<file path="config.mk">
export PLATFORM = sky130hd
export DESIGN_NAME = spi_opq_seq
export DESIGN_NICKNAME = d
export VERILOG_FILES = /design/src/rtl/spi_opq_pkg.sv /design/src/rtl/spi_opq_fifo.sv /design/src/rtl/spi_opq_clkgen.sv /design/src/rtl/spi_opq_engine.sv /design/src/rtl/spi_opq_seq.sv
export SDC_FILE = /design/constraint.sdc
export NUM_CORES = 1
export LEC_CHECK = 0
export BUFFER_PORTS_ARGS = -buffer_cell sky130_fd_sc_hd__buf_2
export CORE_AREA = 2 2 176 178
export CTS_BUF_LIST = sky130_fd_sc_hd__clkbuf_4 sky130_fd_sc_hd__clkbuf_8 sky130_fd_sc_hd__clkbuf_16
export DETAILED_ROUTE_END_ITERATION = 16
export DIE_AREA = 0 0 178 180
export PLACE_DENSITY = 0.68
export SYNTH_ARGS = -nofsm -noshare
export SYNTH_HDL_FRONTEND = slang
export SYNTH_SLANG_ARGS = --single-unit
</file>
<file path="constraint.sdc">
create_clock -name clk -period 5.22 [get_ports clk]
set_clock_uncertainty 0.2 [all_clocks]
set_input_delay 0.261 -clock clk [delete_from_list [all_inputs] [get_ports clk]]
set_output_delay 0.261 -clock clk [all_outputs]
set_load 0.1 [all_outputs]
</file>
<file path="src/rtl/spi_opq_pkg.sv">
package spi_opq_pkg;

    localparam int CNT_W  = 9;
    localparam int CODE_W = 5;
    localparam int WORD_W = CNT_W + CODE_W;

    typedef enum logic [CODE_W-1:0] {
        OPC_CS_HIGH = 5'h00,
        OPC_CS_LOW  = 5'h01,
        OPC_TX      = 5'h08,
        OPC_RX      = 5'h0C,
        OPC_TX_ALT  = 5'h11
    } op_code_e;

    typedef struct packed {
        logic [CODE_W-1:0] code;
        logic [CNT_W-1:0]  count;
    } op_word_t;

    typedef enum logic [2:0] {
        S_IDLE,
        S_DECODE,
        S_TXLOAD,
        S_SHIFT,
        S_RXPUSH
    } seq_state_e;

    function automatic logic code_is_tx(input logic [CODE_W-1:0] c);
        return (c == OPC_TX) || (c == OPC_TX_ALT);
    endfunction

endpackage

</file>
<file path="src/rtl/spi_opq_fifo.sv">
module spi_opq_fifo #(
    parameter int WIDTH = 8,
    parameter int DEPTH = 16
) (
    input  logic             clk,
    input  logic             rst,
    input  logic             push,
    input  logic [WIDTH-1:0] din,
    input  logic             pop,
    output logic [WIDTH-1:0] dout,
    output logic             full,
    output logic             empty
);
    localparam int AW = $clog2(DEPTH);
    localparam logic [AW:0] FULL_CNT = (AW+1)'(DEPTH);

    logic [WIDTH-1:0] mem_q [DEPTH];
    logic [AW-1:0]    wr_q, rd_q;
    logic [AW:0]      cnt_q;
    logic             do_push, do_pop;

    assign full    = (cnt_q == FULL_CNT);
    assign empty   = (cnt_q == '0);
    assign do_push = push && !full;
    assign do_pop  = pop && !empty;
    assign dout    = mem_q[rd_q];

    always_ff @(posedge clk) begin
        if (rst) begin
            wr_q  <= '0;
            rd_q  <= '0;
            cnt_q <= '0;
        end else begin
            if (do_push) begin
                mem_q[wr_q] <= din;
                wr_q        <= wr_q + 1'b1;
            end
            if (do_pop)
                rd_q <= rd_q + 1'b1;
            if (do_push && !do_pop)
                cnt_q <= cnt_q + 1'b1;
            else if (do_pop && !do_push)
                cnt_q <= cnt_q - 1'b1;
        end
    end

    a_r9_full_blocks_push: assert property (@(posedge clk) disable iff (rst)
        (full && push && !pop) |=> (full && $stable(cnt_q)));

    a_r9_empty_blocks_pop: assert property (@(posedge clk) disable iff (rst)
        (empty && pop && !push) |=> empty);

endmodule

</file>
<file path="src/rtl/spi_opq_clkgen.sv">
module spi_opq_clkgen #(
    parameter int DIV_W = 8
) (
    input  logic             clk,
    input  logic             rst,
    input  logic             run,
    input  logic [DIV_W-1:0] div,
    output logic             tick
);
    logic [DIV_W-1:0] cnt_q;

    assign tick = run && (cnt_q == div);

    always_ff @(posedge clk) begin
        if (rst || !run || tick)
            cnt_q <= '0;
        else
            cnt_q <= cnt_q + 1'b1;
    end

endmodule

</file>
<file path="src/rtl/spi_opq_engine.sv">
module spi_opq_engine
    import spi_opq_pkg::*;
#(
    parameter int DIV_W = 8
) (
    input  logic              clk,
    input  logic              rst,
    input  logic              manual_en,
    input  logic [DIV_W-1:0]  clk_div,
    input  logic              op_valid,
    input  op_word_t          op_word,
    output logic              op_pop,
    input  logic              df_empty,
    input  logic              df_full,
    input  logic [7:0]        df_head,
    output logic              df_pop,
    output logic              df_push,
    output logic [7:0]        df_push_data,
    output logic              busy,
    output logic              sck,
    output logic              cs_n,
    output logic              mosi,
    input  logic              miso
);
    seq_state_e       state_q;
    op_word_t         op_q;
    logic [CNT_W-1:0] cnt_q;
    logic [7:0]       sh_q;
    logic [2:0]       bit_q;
    logic             rbit_q, sck_q, cs_q, tx_q, tick;
    logic             last_byte;

    spi_opq_clkgen #(.DIV_W(DIV_W)) u_clkgen (
        .clk  (clk),
        .rst  (rst),
        .run  (state_q == S_SHIFT),
        .div  (clk_div),
        .tick (tick)
    );

    assign op_pop       = (state_q == S_IDLE) && manual_en && op_valid;
    assign df_pop       = (state_q == S_TXLOAD) && !df_empty;
    assign df_push      = (state_q == S_RXPUSH) && !df_full;
    assign df_push_data = sh_q;
    assign busy         = (state_q != S_IDLE);
    assign sck          = sck_q;
    assign cs_n         = cs_q;
    assign mosi         = (tx_q && state_q == S_SHIFT) ? sh_q[7] : 1'b0;
    assign last_byte    = (cnt_q == CNT_W'(1));

    always_ff @(posedge clk) begin
        if (rst) begin
            state_q <= S_IDLE;
            op_q    <= '0;
            cnt_q   <= '0;
            sh_q    <= '0;
            bit_q   <= '0;
            rbit_q  <= 1'b0;
            sck_q   <= 1'b0;
            cs_q    <= 1'b1;
            tx_q    <= 1'b0;
        end else begin
            case (state_q)
                S_IDLE: begin
                    if (op_pop) begin
                        op_q    <= op_word;
                        state_q <= S_DECODE;
                    end
                end
                S_DECODE: begin
                    bit_q <= '0;
                    cnt_q <= op_q.count;
                    case (op_q.code)
                        OPC_CS_HIGH: begin
                            cs_q    <= 1'b1;
                            state_q <= S_IDLE;
                        end
                        OPC_CS_LOW: begin
                            cs_q    <= 1'b0;
                            state_q <= S_IDLE;
                        end
                        OPC_RX: begin
                            tx_q    <= 1'b0;
                            state_q <= (op_q.count == '0) ? S_IDLE : S_SHIFT;
                        end
                        default: begin
                            if (code_is_tx(op_q.code)) begin
                                tx_q    <= 1'b1;
                                state_q <= (op_q.count == '0) ? S_IDLE : S_TXLOAD;
                            end else begin
                                state_q <= S_IDLE;
                            end
                        end
                    endcase
                end
                S_TXLOAD: begin
                    if (df_pop) begin
                        sh_q    <= df_head;
                        bit_q   <= '0;
                        state_q <= S_SHIFT;
                    end
                end
                S_SHIFT: begin
                    if (tick) begin
                        if (!sck_q) begin
                            sck_q  <= 1'b1;
                            rbit_q <= miso;
                        end else begin
                            sck_q <= 1'b0;
                            sh_q  <= {sh_q[6:0], rbit_q};
                            bit_q <= bit_q + 1'b1;
                            if (bit_q == 3'd7) begin
                                if (tx_q) begin
                                    cnt_q   <= cnt_q - 1'b1;
                                    state_q <= last_byte ? S_IDLE : S_TXLOAD;
                                end else begin
                                    state_q <= S_RXPUSH;
                                end
                            end
                        end
                    end
                end
                S_RXPUSH: begin
                    if (df_push) begin
                        cnt_q   <= cnt_q - 1'b1;
                        state_q <= last_byte ? S_IDLE : S_SHIFT;
                    end
                end
                default: state_q <= S_IDLE;
            endcase
        end
    end

    // chip select moves only when a chip-select word is decoded
    a_r4_cs_only_on_decode: assert property (@(posedge clk) disable iff (rst)
        (state_q != S_DECODE) |=> $stable(cs_q));

    // a stalled sequencer keeps the serial clock low
    a_r8_stall_sck_low: assert property (@(posedge clk) disable iff (rst)
        (state_q == S_TXLOAD || state_q == S_RXPUSH) |-> !sck_q);

    // nothing leaves idle while manual mode is off
    a_r10_hold_idle: assert property (@(posedge clk) disable iff (rst)
        (state_q == S_IDLE && !manual_en) |=> (state_q == S_IDLE));

endmodule

</file>
<file path="src/rtl/spi_opq_seq.sv">
module spi_opq_seq
    import spi_opq_pkg::*;
#(
    parameter int OPQ_DEPTH = 8,
    parameter int DFQ_DEPTH = 16,
    parameter int DIV_W     = 8
) (
    input  logic              clk,
    input  logic              rst,
    input  logic              manual_en,
    input  logic [DIV_W-1:0]  clk_div,
    input  logic [WORD_W-1:0] op_wdata,
    input  logic              op_stage_we,
    input  logic              op_push,
    output logic              op_full,
    output logic              op_empty,
    input  logic [7:0]        df_wdata,
    input  logic              df_push,
    input  logic              df_pop,
    output logic [7:0]        df_rdata,
    output logic              df_full,
    output logic              df_empty,
    output logic              sck,
    output logic              cs_n,
    output logic              mosi,
    input  logic              miso
);
    op_word_t   stage_q;
    op_word_t   q_head;
    logic       q_empty, eng_op_pop, busy;
    logic       eng_df_pop, eng_df_push;
    logic [7:0] eng_df_data;

    always_ff @(posedge clk) begin
        if (rst)
            stage_q <= '0;
        else if (op_stage_we)
            stage_q <= op_word_t'(op_wdata);
    end

    spi_opq_fifo #(.WIDTH(WORD_W), .DEPTH(OPQ_DEPTH)) u_opq (
        .clk   (clk),
        .rst   (rst),
        .push  (op_push),
        .din   (stage_q),
        .pop   (eng_op_pop),
        .dout  (q_head),
        .full  (op_full),
        .empty (q_empty)
    );

    spi_opq_fifo #(.WIDTH(8), .DEPTH(DFQ_DEPTH)) u_dfq (
        .clk   (clk),
        .rst   (rst),
        .push  (eng_df_push | df_push),
        .din   (eng_df_push ? eng_df_data : df_wdata),
        .pop   (eng_df_pop | df_pop),
        .dout  (df_rdata),
        .full  (df_full),
        .empty (df_empty)
    );

    spi_opq_engine #(.DIV_W(DIV_W)) u_engine (
        .clk          (clk),
        .rst          (rst),
        .manual_en    (manual_en),
        .clk_div      (clk_div),
        .op_valid     (!q_empty),
        .op_word      (q_head),
        .op_pop       (eng_op_pop),
        .df_empty     (df_empty),
        .df_full      (df_full),
        .df_head      (df_rdata),
        .df_pop       (eng_df_pop),
        .df_push      (eng_df_push),
        .df_push_data (eng_df_data),
        .busy         (busy),
        .sck          (sck),
        .cs_n         (cs_n),
        .mosi         (mosi),
        .miso         (miso)
    );

    assign op_empty = q_empty && !busy;

    // when everything is reported finished the bus is quiet
    a_r11_empty_quiet: assert property (@(posedge clk) disable iff (rst)
        op_empty |-> !sck);

    // a full operation queue cannot be reported empty
    a_r3_full_not_empty: assert property (@(posedge clk) disable iff (rst)
        op_full |-> !op_empty);

endmodule

</file>
### Word-level counts from Yosys, hierarchy flattened

Memory sizes are Yosys's and may differ from the RTL's. A register that Yosys moved wholly into a read port is not among the register bits.
Cells that the tools add are included.

| cells by class | value |
|---|---|
| add/sub/neg operators | 11 |
| equality and inequality tests | 20 |
| multiplexer cells | 46 |
| bitwise logic cells | 4 |
| reductions and logical operators | 51 |

Operators by type and width:

| kind | count |
|---|---|
| 2-to-1 mux 9 bit | 5 |
| 2-to-1 mux 3 bit | 11 |
| 2-to-1 mux 8 bit | 4 |
| one-hot mux 9 bit (3 select lines) | 1 |
| 2-to-1 mux 4 bit | 4 |
| one-hot mux 8 bit (2 select lines) | 1 |
| logical AND 1 bit | 15 |
| one-hot mux 3 bit (5 select lines) | 1 |
| adder 4 x 1 -> 4 bit (second input constant) | 3 |
| AND reduction 6 bit | 2 |
| == test 5 x 4 -> 1 bit (second input constant) | 2 |
| == test 5 bit (second input constant) | 2 |
| zero test 1 bit | 10 |
| zero test 5 bit | 2 |
| 2-to-1 mux 5 bit | 2 |
| nonzero test 2 bit | 5 |
| adder 3 x 1 -> 3 bit (second input constant) | 3 |
| == test 9 x 1 -> 1 bit (second input constant) | 1 |
| zero test 9 bit | 1 |
| 2-to-1 mux 1 bit | 9 |
| one-hot mux 3 bit (3 select lines) | 1 |
| nonzero test 3 bit | 3 |
| subtractor 9 x 1 -> 9 bit (second input constant) | 1 |
| adder 8 x 1 -> 8 bit (second input constant) | 1 |
| 23 further kinds | 42 |

| storage, ports and cells | value |
|---|---|
| register bits after elaboration | 72 |
| memory bits (writable) | 240 |
| logic and storage cells | 151 |
| memories | 2 |

Memory list:

| name | depth | width | read ports | clocked after Yosys merged registers in | wr ports | line | text |
|---|---|---|---|---|---|---|---|
| u_dfq.mem_q | 16 | 8 | 1 | 1 | 1 | spi_opq_fifo.sv:17 | `logic [WIDTH-1:0] mem_q [DEPTH];` |
| u_opq.mem_q | 8 | 14 | 1 | 1 | 1 | spi_opq_fifo.sv:17 |  |

### Logic depth before layout (Yosys ltp)

Gate-level depths: netlist (run 1).

| logic depth | value |
|---|---|
| depth in word-level cells | 9 |
| mapped depth | 14 |
| depth with buffers taken out | 12 |

### Hierarchy

From an unflattened synthesis (run 1), not the netlist that was laid out.

| unflattened totals | value |
|---|---|
| cell total of the unflattened synthesis | 924 |
| area, all modules | 13942.1 um^2 |

By module, submodules not included:

| module | instances | cells each | area an instance (um^2) |
|---|---|---|---|
| spi_opq_fifo at u_dfq | 1 | 310 | 5766.8 |
| spi_opq_fifo at u_opq | 1 | 236 | 4968.5 |
| spi_opq_engine | 1 | 272 | 2109.5 |
| spi_opq_seq | 1 | 58 | 623.1 |
| spi_opq_clkgen | 1 | 48 | 474.2 |

### Worst setup path before layout (run 1)

OpenSTA, ideal clock, no wires.

| timing path | value |
|---|---|
| kind | register to register |
| from | register u_dfq.cnt_q[0] |
| to | memory u_dfq.mem_q[0][7] (data pin) |
| setup time | 0.285 ns |
| arrival | 2.968 ns |
| required time | 4.735 ns |
| slack | 1.766 ns |
| stages on the path, launching flop included | 5 |
| buffers on the path | 0 |
| cell sequence | dfxtp_1 or4_1 nor2_1 nor2_2 mux2_2 |

| between the ends | value |
|---|---|
| cells in the longest elaborated chain, start to end | 4 |

RTL lines:

| item | line | text |
|---|---|---|
| from (decl) | spi_opq_fifo.sv:19 | `logic [AW:0] cnt_q;` |
| from (signal assigned) | spi_opq_fifo.sv:41 | `cnt_q <= cnt_q + 1'b1;` |
| from (signal assigned) | spi_opq_fifo.sv:43 | `cnt_q <= cnt_q - 1'b1;` |
| == test 5 bit | spi_opq_fifo.sv:22 | `assign full = (cnt_q == FULL_CNT);` |
| named net df_full | spi_opq_seq.sv:21 | `output logic df_full,` |
| zero test 1 bit | spi_opq_engine.sv:43 | `assign df_push = (state_q == S_RXPUSH) && !df_full;` |
| logical AND 1 bit | spi_opq_engine.sv:43 |  |
| 2-to-1 mux 8 bit | spi_opq_seq.sv:56 | `.din (eng_df_push ? eng_df_data : df_wdata),` |
| named net u_dfq.din[7] | spi_opq_fifo.sv:8 | `input logic [WIDTH-1:0] din,` |
| to (decl) | spi_opq_fifo.sv:17 |  |

The timed path passes the listed nets, and every way through them passes these cells.

==> summary.txt, run 1 <==
Yosys
  • Top cells by count, synth: edfxtp_1, nor2_1, dfxtp_1
  • Mapped Area: 13680 um2
  • Synth area leaders: edfxtp_1, dfxtp_1, mux4_2
  • Yosys cell types: 62
  • Post-synth ARST share: 0
  • Top cell type's share of synthesized area: 0.5267
  • Top_reg_cell synth: edfxtp_1
  • Part of the Yosys area used for sequential elements: 0.6583
  • Post-Synthesis Cells: between 800 and 900
  • Yosys warning total: 0
  • Synth Register Bits: 330
  • Syn_area_per_cell: 15.38 um2
  • Yosys top cell by area: edfxtp_1
  • Top-count cell post-synth: edfxtp_1
  • Synth Net Count: 949
  • Count of flip-flops with a built-in enable after synthesis: 240

STA
  • TNS Setup: 0 ns
  • Final Slew Violations: 0
  • Fmax: ~300 MHz
  • Slew @ Worst Pin: around 1.2 ns
  • Max_slew headroom: 0.1693
  • Fin crit share: 0.6466
  • Hold_ws: 0.03928 ns
  • Final Hold Vio Count: 0
  • Setup-failing EPs final: 0
  • Min Tclk post-route: 3.375 ns
  • Unrepaired setup endpoints after global routing: no
  • Setup WS post-layout: 1.845 ns

Clocking
  • Num CTS Buffers: 35
  • Worst-path clk slew: 0.06 ns
  • Clock sink count: 330
  • Clk_lat worst skew: 0.51 ns
  • CTS tree: built
  • Root Buffer: clkbuf_16
  • Post-CTS Setup Inserts: 0
  • H-tree levels: 2
  • Post-CTS sizing: 0
  • Clock Path Buffers: 3
  • Hold_buf cts: 15

Cells and area
  • Syn-to-layout area delta: 14.71%
  • # fillers: 2461
  • Share of layout cells above drive strength 1: 0.2165
  • Post-layout nets: 1013
  • Fin area: 15700 um2
  • Fin util: 0.5200

Setup path
  • Reg2reg start: u_engine.state_q[2]
  • Most Frequent Cell on Critical Path: mux2i_1
  • CP max stage delay: 0.73 ns
  • CP max-delay cell: dfxtp_2
  • Arr. time, crit path: 2.91 ns
  • Ordered list of cells on the worst path: buf_4, mux4_2, mux2i_1, mux2i_1, buf_2
  • Worst setup SP type: flip-flop
  • Worst r2r path cells: 10
  • CP Class: flip-flop to output port
  • Worst flop-to-flop path endpoint: u_dfq.cnt_q[4]
  • Critical-path maximum fanout: 17
  • Flop2flop setup slack: 1.96 ns
  • Critical Path RT: 4.76 ns
  • Crit path to: df_rdata[6]
  • Critical path endpoint category: output port

Global routing
  • Largest net degree at the start of global routing: 83
  • Global route hottest layer: met2
  • Overflow left after global routing: 0
  • Met1 Resource Use GR: 0.2587
  • Met3 Track Usage GR: 0.02940
  • Vias in the first global route: 7498
  • First-pass GRT wire length: roughly 43000 um
  • Met2 usage: 0.2598
  • Initial antenna violation count: 1
  • GRT Util Overall: 0.1720

Power
  • Pwr Density: 487.1 nW/um2
  • Worst VDD drop: 313.7 uV
  • Leakage power: 5.201 nW

Placement
  • DPL Wire Length: about 17000 um
  • Placed cell area: 14340 um2
  • Dpl ws: 1.957 ns
  • GP Congestion: between 0.7 and 0.8
  • Input/output buffers: 52

Routing
  • Total number of vias: 7718
  • Wirelength per Cell: 20.01 um
  • Antenna Nets Post-Route: 0
  • Initial DRC count: 634
  • Vias per inst: ~5.6
  • DRC Markers: 0
  • Total routed wirelength: 27530 um
  • Pre-Repair DR Iteration Count: 5

Run status
  • Status: finished clean

Die
  • IO Pins: 53
  • Core ar.: 30190 um2
  • Starting Density: 0.4533
  • Die span in x: 178 um
  • Total die area: about 32000 um2
  • Cell row count: 64
  • Die Height: about 180 um

Hold path
  • Worst hold path class: primary input to flip-flop
  • Worst Hold Depth: 4

Run
  • Max_cap viols: 0
critical path, delay by kind of cell (launching register included):
kind / cells / cell delay, ns
DFF: 1 / 0.73
buffers and inverters: 2 / 0.77
muxes: 3 / 0.88
cell type report:
type / instances / area, um2 / share of cell area
repair buffers: 75 / 470.5 / 0.02997
inverters: 14 / 52.55 / 0.003348
well taps: 396 / 495.5 / 0.03156
clock buffers: 46 / 993.5 / 0.06329
diodes: 1 / 2.502 / 0.0001594
clock inverters: 16 / 216.5 / 0.01379
multi-input cells: 498 / 4454 / 0.2838
flip-flops and latches: 330 / 9012 / 0.5741
flip-flops by register name, indices dropped and copies added, names as in the netlist, 5 cells and up, named ones only:
name / flops
u_dfq.cnt_q: 5
u_engine.cnt_q: 9
u_opq.mem_q: 112
u_engine.u_clkgen.cnt_q: 8
u_dfq.mem_q: 128
stage_q: 14
u_engine.df_push_data: 8
u_engine.op_q: 14
report_power, final:
part | switching (mW) | internal, mW | total [mW]
Sequential | 0.242 | 3.02 | 3.26
Clock | 0.992 | 1.59 | 2.59
Combinational | 1.13 | 0.674 | 1.80
per-stage QoR:
stage / cells / power, mW
2_1_floorplan: 890 / 4.715
3_3_place_gp: 1298 / 5.080
3_5_place_dp: 1298 / 5.109
4_1_cts: 1375 / 7.707
5_1_grt: 1375 / 7.990
6_report: 1376 / 7.646
cell families (layout without fill, tap and decap cells):
logic type / count (synthesis) / in the layout / share of synthesized area
buf+inv: 62 / 151 / 0.01984
compound gates: 107 / 107 / 0.05651
other cells: 0 / 1 / 0
simple gates: 214 / 214 / 0.07799
flops: 330 / 330 / 0.6583
mux: 126 / 126 / 0.1478
fa+ha+maj: 21 / 21 / 0.02030
xor+xnor: 30 / 30 / 0.01920
routing by layer:
metal | share of wire | vias to the layer above
li1 | - | 3574
met1 | 0.47 | 3888
met2 | 0.46 | 222
met3 | 0.053 | 34
met4 | 0.019 | 0
met5 | 0 | -
cell usage in the layout, fill, tap and decap left out, types with 5 or more instances in the layout:
master         Yosys  layout
dfxtp_1           90      87
xor2_1            12      12
a21oi_1           29      29
a21o_1             5       5
buf_2             13      52
clkbuf_4           0       9
nand2b_1           5       5
and3_1             6       6
o21ai_0            7       7
nor3_1            16      12
nand2_1           38      38
clkinv_1           0       5
a211oi_1          15      15
mux2i_1           57      57
buf_4              6       8
dlygate4sd3_1      0      15
o2111ai_1          5       5
a311oi_1           9       9
xnor2_1           18      18
clkbuf_16          0      37
o31ai_1            8       8
nor2_1            94      93
nand3_1           12      12
bufinv_16          0       5
mux2_2             9       9
mux4_2            60      60
or3_1              5       5
inv_1             14      14
ha_1              19      19
o211ai_1           5       5
edfxtp_1         240     240
worst min-delay path by stage:
stage / endpoint / startpoint
after floorplan: u_engine.rbit_q / miso
after global placement: u_engine.df_push_data[0] / u_engine.rbit_q
after detailed placement: u_engine.df_push_data[0] / u_engine.rbit_q
after CTS: flip-flop / df_pop
after global routing: flip-flop / df_pop
final: flip-flop / df_pop
Power figures use the tool's default switching activity.
==> run 2, diff against run 1 <==
==> constraint.sdc (replaced) <==
create_clock -name clk -period 3.5 [get_ports clk]
set_clock_uncertainty 0.2 [all_clocks]
set_input_delay 0.175 -clock clk [delete_from_list [all_inputs] [get_ports clk]]
set_output_delay 0.175 -clock clk [all_outputs]
set_load 0.1 [all_outputs]
==> summary.txt, run 2 (synthesis gave the netlist of run 1 again) <==
Run status
  • Status: finished clean

STA
  • Setup-failing EPs final: 0
  • Slew @ Worst Pin: 1.135 ns
  • Setup WS post-layout: 0.3838 ns
  • Final Hold Vio Count: 0
  • TNS Setup: 0 ns
  • Fin crit share: 0.8903
  • Hold_ws: slightly below 0.03 ns
  • Fmax: 320.9 MHz
  • Unrepaired setup endpoints after global routing: no
  • Min Tclk post-route: 3.116 ns
  • Final Slew Violations: 0
  • Max_slew headroom: 0.2405

Power
  • Leakage power: 5.402 nW
  • Comb pwr share: 0.247
  • Pwr Density: 702.1 nW/um2
  • Sequential Power Share: 0.431
  • Design Power: 11.25 mW
  • Net Sw Power: about 3.6 mW
  • Internal power: 7.652 mW
  • Worst VDD drop: approximately 380 uV
  • Sw frac: 0.3198
  • Clock power share: 0.322

Routing
  • Pre-Repair DR Iteration Count: 5
  • Initial DRC count: around 650
  • Vias per inst: between 5 and 6
  • DRC Markers: 0
  • Total routed wirelength: 27080 um
  • Antenna Nets Post-Route: 0
  • Wirelength per Cell: roughly 19 um
  • Total number of vias: between 7000 and 8000

Global routing
  • Initial antenna violation count: 0
  • Largest net degree at the start of global routing: between 50 and 60
  • First-pass GRT wire length: 43240 um
  • Overflow left after global routing: 0
  • Vias in the first global route: 7813
  • GRT Util Overall: 0.1733

Setup path
  • Arr. time, crit path: 2.74 ns
  • Worst setup SP type: flip-flop
  • WP buf/inv: 2
  • Delay-heaviest family, CP: multiplexers
  • Most Frequent Cell on Critical Path: mux2i_1
  • Critical path endpoint category: output port
  • Ordered list of cells on the worst path: buf_4, mux4_2, mux2i_1, mux2i_1, buf_2
  • CP max stage delay: 0.61 ns
  • CP Class: flip-flop to output port
  • Critical Path RT: around 3.1 ns
  • Critical-path maximum fanout: 15
  • CP max-delay cell: dfxtp_2

Die
  • Die Height: 180 um
  • Core ar.: 30190 um2
  • IO Pins: between 50 and 60
  • Starting Density: 0.4533
  • Cell row count: 64
  • Total die area: 32040 um2
  • Die span in x: 178 um

Clocking
  • H-tree levels: 2
  • Clock Path Buffers: 3
  • Clock sink count: 330
  • Post-CTS Setup Inserts: 0
  • Num CTS Buffers: 35
  • Clk_lat worst skew: ~0.52 ns
  • CTS tree: built
  • Post-CTS sizing: 0
  • Worst-path clk slew: approximately 0.060 ns
  • Root Buffer: clkbuf_16

Placement
  • Dpl ws: 0.4169 ns
  • DPL Wire Length: 17400 um
  • Placed cell area: 14540 um2
  • Input/output buffers: between 50 and 60
  • GP Congestion: 0.7844
  • Dpl cells: 1327

Cells and area
  • Non-filler cells in the finished layout: between 1000 and 1500
  • Most common cell after layout, fill and taps aside: edfxtp_1
  • Post-layout nets: 1059
  • Max reg flops: 128
  • # fillers: between 2000 and 2500
  • Most frequent cells in the layout: edfxtp_1, nor2_1, dfxtp_1
  • Share of layout cells above drive strength 1: 0.2356
  • Biggest register: u_dfq.mem_q
  • Area of the multi-input gates: approximately 4400 um2
  • Fin util: 0.5307
  • Syn-to-layout area delta: 17.08%
  • Register area: between 9000 and 10000 um2
  • Biggest regs: u_dfq.mem_q x128, u_opq.mem_q x112
  • Fin area: 16020 um2
  • Ant. Diodes: 0

Hold path
  • Worst hold path class: primary input to flip-flop

Run
  • Max_cap viols: 0
## run 2: power groups by stage
| stage | Clock [mW] | Combinational [mW] | Sequential [mW] |
|---|---|---|---|
| after floorplan | 0 | 2.28 | 4.76 |
| after CTS | 3.71 | 2.79 | 4.85 |
| after detailed placement | 0 | 2.74 | 4.93 |
| final | 3.63 | 2.78 | 4.84 |
| after global routing | 3.86 | 3.02 | 4.89 |
| after global placement | 0 | 2.71 | 4.91 |
## run 2: final cells by class
type | instances | share of cell area
Tap cell | 396 | 0.03093
Clock inverter | 18 | 0.01171
Sequential cell | 330 | 0.5624
Multi-Input combinational cell | 498 | 0.2767
Inverter | 14 | 0.003280
Timing Repair Buffer | 121 | 0.05435
Clock buffer | 46 | 0.06060
## run 2: worst register-to-register path, delay by kind of cell (launching register included)
family | cells | cell delay [ns]
AOI/OAI and AO/OA | 3 | 0.48
buffers and inverters | 2 | 0.29
and+or+nand+nor | 4 | 1.10
adders and majority gates | 2 | 0.48
xor gates and xnor gates | 1 | 0.10
DFF | 1 | 0.37
## run 2: repair_timing
action	4_1_cts	5_1_grt
endpoints found under the hold margin	40	0
endpoints found under the setup margin	0	0
hold buffers	32	0
## run 2: path summary, 6_finish.rpt
path | start | endpoint | slack [ns] | depth (start not counted)
setup reg to reg | u_opq.cnt_q[0] | u_opq.cnt_q[3] | 0.40 | 12
hold / removal | df_wdata[0] | u_dfq.mem_q[0][0] | 0.03 | 2
hold reg to reg | u_engine.rbit_q | u_engine.df_push_data[0] | 0.29 | 2
setup / recovery | flip-flop | df_rdata[3] | 0.38 | 5
## run 2: metal layers
layer,global-route usage,vias up,share of wire
li1,-,3668,-
met1,0.2397,3820,0.44
met2,0.2865,202,0.49
met3,0.02686,32,0.053
met4,0.04590,0,0.016
met5,0,-,0
